**config.mk**
```make
export PLATFORM = sky130hd
export DESIGN_NAME = cmt_commit_ctrl
export DESIGN_NICKNAME = d
export VERILOG_FILES = /design/src/rtl/cmt_pkg.sv /design/src/rtl/cmt_stage_reg.sv /design/src/rtl/cmt_take_ctrl.sv /design/src/rtl/cmt_epc_reg.sv /design/src/rtl/cmt_commit_ctrl.sv
export SDC_FILE = /design/constraint.sdc
export NUM_CORES = 1
export LEC_CHECK = 0
export ABC_AREA = 1
export BUFFER_PORTS_ARGS = -buffer_cell sky130_fd_sc_hd__buf_2
export CORE_MARGIN = 1.5
export CORE_UTILIZATION = 55
export DETAILED_ROUTE_END_ITERATION = 7
export GPL_TIMING_DRIVEN = 0
export PLACE_DENSITY_LB_ADDON = 0.05
export SYNTH_ARGS = -nofsm -noshare
export SYNTH_HDL_FRONTEND = slang
export SYNTH_HIERARCHICAL = 1
export SYNTH_SLANG_ARGS = --single-unit
```
**constraint.sdc**
```tcl
create_clock -name clk -period 2.1 [get_ports clk]
set_input_delay 0.42 -clock clk [delete_from_list [all_inputs] [get_ports clk]]
set_output_delay 0.42 -clock clk [all_outputs]
set_load 0.01 [all_outputs]
```
**src/rtl/cmt_pkg.sv**
```systemverilog
`timescale 1ns/1ps
package cmt_pkg;

    localparam int PC_W   = 32;
    localparam int NSTAGE = 4;   // fd, de, em, mw latches
    localparam int S_FD   = 0;
    localparam int S_DE   = 1;
    localparam int S_EM   = 2;
    localparam int S_MW   = 3;

    typedef enum logic [1:0] {
        CAUSE_IRQ      = 2'd0,
        CAUSE_UNDEF    = 2'd1,
        CAUSE_ARITH    = 2'd2,
        CAUSE_MISALIGN = 2'd3
    } cause_e;

    typedef struct packed {
        logic            valid;
        logic [PC_W-1:0] pc;
        logic            mem_we;
        logic            reg_we;
        logic            exc;
        cause_e          cause;
    } slot_t;

    function automatic slot_t empty_slot();
        slot_t s;
        s.valid  = 1'b0;
        s.pc     = '0;
        s.mem_we = 1'b0;
        s.reg_we = 1'b0;
        s.exc    = 1'b0;
        s.cause  = CAUSE_IRQ;
        return s;
    endfunction

    // first fault detected wins; later detections are dropped
    function automatic slot_t mark_fault(slot_t s, logic hit, cause_e c);
        slot_t r;
        r = s;
        if (s.valid && !s.exc && hit) begin
            r.exc   = 1'b1;
            r.cause = c;
        end
        return r;
    endfunction

endpackage

```
**src/rtl/cmt_stage_reg.sv**
```systemverilog
`timescale 1ns/1ps
module cmt_stage_reg
    import cmt_pkg::*;
(
    input  logic  clk,
    input  logic  rst,
    input  logic  flush,
    input  slot_t d,
    output slot_t q
);
    always_ff @(posedge clk) begin
        if (rst || flush) q <= empty_slot();
        else              q <= d;
    end
endmodule

```
**src/rtl/cmt_take_ctrl.sv**
```systemverilog
`timescale 1ns/1ps
module cmt_take_ctrl
    import cmt_pkg::*;
(
    input  logic            clk,
    input  logic            rst,
    input  slot_t           em_slot,
    input  logic            young_pend,
    input  logic            irq,
    output logic            take,
    output cause_e          take_cause,
    output logic [PC_W-1:0] take_pc
);
    logic take_sync;
    logic take_irq;

    always_comb begin
        take_sync  = em_slot.valid && em_slot.exc;
        take_irq   = irq && em_slot.valid && !em_slot.exc && !young_pend;
        take       = take_sync || take_irq;
        take_cause = take_sync ? em_slot.cause : CAUSE_IRQ;
        take_pc    = em_slot.pc;
    end


    irq_empty_chk: assert property (@(posedge clk) disable iff (rst)
        !em_slot.valid |-> !take);


    irq_defer_chk: assert property (@(posedge clk) disable iff (rst)
        (young_pend && !em_slot.exc) |-> !take);
endmodule

```
**src/rtl/cmt_epc_reg.sv**
```systemverilog
`timescale 1ns/1ps
module cmt_epc_reg
    import cmt_pkg::*;
(
    input  logic            clk,
    input  logic            rst,
    input  logic            take,
    input  cause_e          take_cause,
    input  logic [PC_W-1:0] take_pc,
    output logic [PC_W-1:0] epc,
    output cause_e          cause
);
    always_ff @(posedge clk) begin
        if (rst) begin
            epc   <= '0;
            cause <= CAUSE_IRQ;
        end else if (take) begin
            epc   <= take_pc;
            cause <= take_cause;
        end
    end


    epc_hold_chk: assert property (@(posedge clk) disable iff (rst)
        !take |=> ($stable(epc) && $stable(cause)));
endmodule

```
**src/rtl/cmt_commit_ctrl.sv**
```systemverilog
`timescale 1ns/1ps
module cmt_commit_ctrl
    import cmt_pkg::*;
#(
    parameter logic [31:0] HANDLER_PC = 32'h0000_0080
) (
    input  logic        clk,
    input  logic        rst,
    input  logic        f_valid,
    input  logic [31:0] f_pc,
    input  logic        d_undef,
    input  logic        d_mem_we,
    input  logic        d_reg_we,
    input  logic        e_divzero,
    input  logic        irq,
    output logic        m_mem_we,
    output logic [31:0] m_pc,
    output logic        w_reg_we,
    output logic [31:0] w_pc,
    output logic        take,
    output logic [31:0] redirect_pc,
    output logic [31:0] epc,
    output logic [1:0]  cause
);
    slot_t  st_d [NSTAGE];
    slot_t  st_q [NSTAGE];
    logic   young_pend;
    cause_e take_cause;
    logic [PC_W-1:0] take_pc;
    cause_e cause_q;

    always_comb begin
        slot_t fs;
        slot_t ds;
        fs        = empty_slot();
        fs.valid  = f_valid;
        fs.pc     = f_pc;
        fs.exc    = f_valid && (f_pc[1:0] != 2'b00);
        fs.cause  = CAUSE_MISALIGN;
        st_d[S_FD] = fs;

        ds        = st_q[S_FD];
        ds.mem_we = d_mem_we;
        ds.reg_we = d_reg_we;
        st_d[S_DE] = mark_fault(ds, d_undef, CAUSE_UNDEF);

        st_d[S_EM] = mark_fault(st_q[S_DE], e_divzero, CAUSE_ARITH);
        st_d[S_MW] = st_q[S_EM];
    end

    for (genvar g = 0; g < NSTAGE; g++) begin : g_stage
        cmt_stage_reg i_reg (
            .clk  (clk),
            .rst  (rst),
            .flush(take),
            .d    (st_d[g]),
            .q    (st_q[g])
        );
    end

    assign young_pend = (st_q[S_FD].valid && st_q[S_FD].exc) ||
                        (st_q[S_DE].valid && st_q[S_DE].exc);

    cmt_take_ctrl i_take (
        .clk       (clk),
        .rst       (rst),
        .em_slot   (st_q[S_EM]),
        .young_pend(young_pend),
        .irq       (irq),
        .take      (take),
        .take_cause(take_cause),
        .take_pc   (take_pc)
    );

    cmt_epc_reg i_epc (
        .clk       (clk),
        .rst       (rst),
        .take      (take),
        .take_cause(take_cause),
        .take_pc   (take_pc),
        .epc       (epc),
        .cause     (cause_q)
    );

    assign cause       = cause_q;
    assign m_mem_we    = st_q[S_EM].valid && st_q[S_EM].mem_we && !st_q[S_EM].exc && !take;
    assign m_pc        = st_q[S_EM].pc;
    assign w_reg_we    = st_q[S_MW].valid && st_q[S_MW].reg_we;
    assign w_pc        = st_q[S_MW].pc;
    assign redirect_pc = HANDLER_PC;


    no_commit_chk: assert property (@(posedge clk) disable iff (rst)
        take |=> !w_reg_we);


    flush_young_chk: assert property (@(posedge clk) disable iff (rst)
        take |=> (!st_q[S_FD].valid && !st_q[S_DE].valid && !st_q[S_EM].valid));


    epc_capture_chk: assert property (@(posedge clk) disable iff (rst)
        take |=> (epc == $past(m_pc)));


    mem_we_valid_chk: assert property (@(posedge clk) disable iff (rst)
        m_mem_we |-> st_q[S_EM].valid);
endmodule

```
==> results.txt <==
status: completed
FF-to-FF setup slack: 0.66 ns
Final min period: 1.90 ns
vias in the first global route: 4120
Post-CTS Setup Repair Bufs: 0
unrepaired setup endpoints after global routing: false
Multi-input gate area: 0.00152 mm²
Sw Pwr: 1.56 mW
first-pass GRT wire length: 18400 µm
CTS Sinks: 180
Pleak: 4.10 nW
element type at the critical path end: output pin
CP max stage delay: 0.36 ns
DRC viols: 0
worst clock skew: 0.00725 ns
switching share of power: 0.209
DR iter-0 viols: 192
crit path kind: flop to output pin
CTS Buf Count: 17
total number of yosys warnings: 6
antenna cell count: 0
dpl cell area: 0.00746 mm²
H-tree Lvls: 4
WL per Instance: 9.79 µm
number of hold violations in the final report: 0
Flop pwr share: 0.479
CP max-delay cell: dfxtp_1
Post-CTS Resized: 0
post-detailed-route count of antenna-violating nets: 0
via/cell ratio: 3.99
CTS clock-pin slew for the worst setup and hold paths: 0.06 ns
internal power: 5.92 mW
Setup-failing EPs final: 0
commonest non-fill, non-tap cells in the layout: inv_1, dfxtp_1, buf_2
most common cell after layout, fill and taps aside: inv_1
Final GP Congestion: 0.757
crit path launch type: flop
synth-to-layout area growth: 25.6%
Worst-Skew Late Latency: 0.42 ns
via count: 4491
initial antenna violation count: 0
initial core utilization: 0.566
maximum clock path buffer count: 2
drt pass-1 iters: 4
Layout Nets: 1009
layout cell share with drive strength beyond 1: 0.358
Layout fillers: 964
Root Driver: clkbuf_16
die height: 111 µm
mean post-synth cell area: 8.30 µm²
Ports: 173
Critical Path, Cell by Cell: nand2_1 > nand2_1 > inv_1 > nand3_1 > nand2_2 > nor3_1 > buf_2
Die Wd: 111 µm
Cell Area, Synth: 0.00646 mm²
I/O Buffers: 140
Post-Synthesis Cells: 778
CTS Hold Bufs: 0
worst vdd ir: 995 µV
Crit path required time: 1.68 ns
total core area: 0.0114 mm²
Site Rows: 39
Pins Over Slew Limit: 0
final core area utilization: 0.710
Total Routing Usage GR: 0.187
PD cells: 923 mW/mm²
fin crit share: 0.907
clock share of power: 0.451
register area: 0.00361 mm²
total gr overflow: 0
Post-DP HPWL: 8040 µm
critical path peak fanout: 7
die area: 0.0124 mm²
fmax: 525 MHz
CTS tree: yes
most used cell, CP: nand2_1
largest net degree at the start of global routing: 17
design area: 0.00811 mm²
worst min path class: input pin to flop
DRT Wirelength: 11000 µm
MaxCap Viol Count: 0
crit path DAT: 1.48 ns
combinational fraction of design power: 0.070
Setup TNS: 0 ns
-- power by group through the flow --
stage                     registers, mW  logic (mW)  clock network [mW]
final                              3.59       0.521                3.38
after floorplan                    3.68       0.358                   0
after CTS                          3.59       0.526                3.44
after global placement             3.66       0.510                   0
after global routing               3.60       0.586                3.58
after detailed placement           3.66       0.522                   0
-- per-stage QoR --
stage | setup slack (ns) | std cells | hold WS [ns] | power [mW]
2_1_floorplan | 0.605 | 810 | 0.394 | 4.03
3_3_place_gp | 0.509 | 1093 | 0.395 | 4.17
4_1_cts | 0.0245 | 1125 | 0.191 | 7.55
5_1_grt | 0.000924 | 1125 | 0.198 | 7.76
6_report | 0.196 | 1125 | 0.206 | 7.48
3_5_place_dp | 0.484 | 1093 | 0.398 | 4.18
-- layout make-up --
class / count / area share
flip-flops and latches: 180 / 0.445
plain buffers: 91 / 0.0882
repair buffers: 140 / 0.0864
clock buffers: 24 / 0.0619
inverters: 197 / 0.0912
well taps: 143 / 0.0221
multi-input cells: 342 / 0.188
clock inverters: 8 / 0.0179
-- state kept, by name, summed over array words and instances, names as in the netlist --
signal / cells
g_stage.i_reg/q: 146
i_epc/cause: 2
i_epc/epc: 32
-- worst paths after layout --
kind / cells past startpoint / from / endpoint
max: 7 / g_stage[0].i_reg/q[37] / m_mem_we
min: 3 / f_pc[6] / g_stage[0].i_reg/q[11]
max reg2reg: 10 / g_stage[0].i_reg/q[37] / i_epc/epc[15]
min reg2reg: 2 / g_stage[0].i_reg/q[12] / g_stage[1].i_reg/q[12]
-- critical path: cells and delay by family, from the launching register on --
kind,cells,cell delay [ns]
and+or+nand+nor,5,0.51
DFF,1,0.36
buffers and inverters,2,0.19
-- metal layers --
metal / up-vias / track usage / routed length (µm)
li1: 2421 / - / -
met1: 1946 / 0.218 / 4780
met2: 110 / 0.325 / 5500
met3: 14 / 0.0523 / 568
met4: 0 / 0.0776 / 166
met5: - / 0 / 0
No activity file was read; power rests on OpenSTA's default activity.
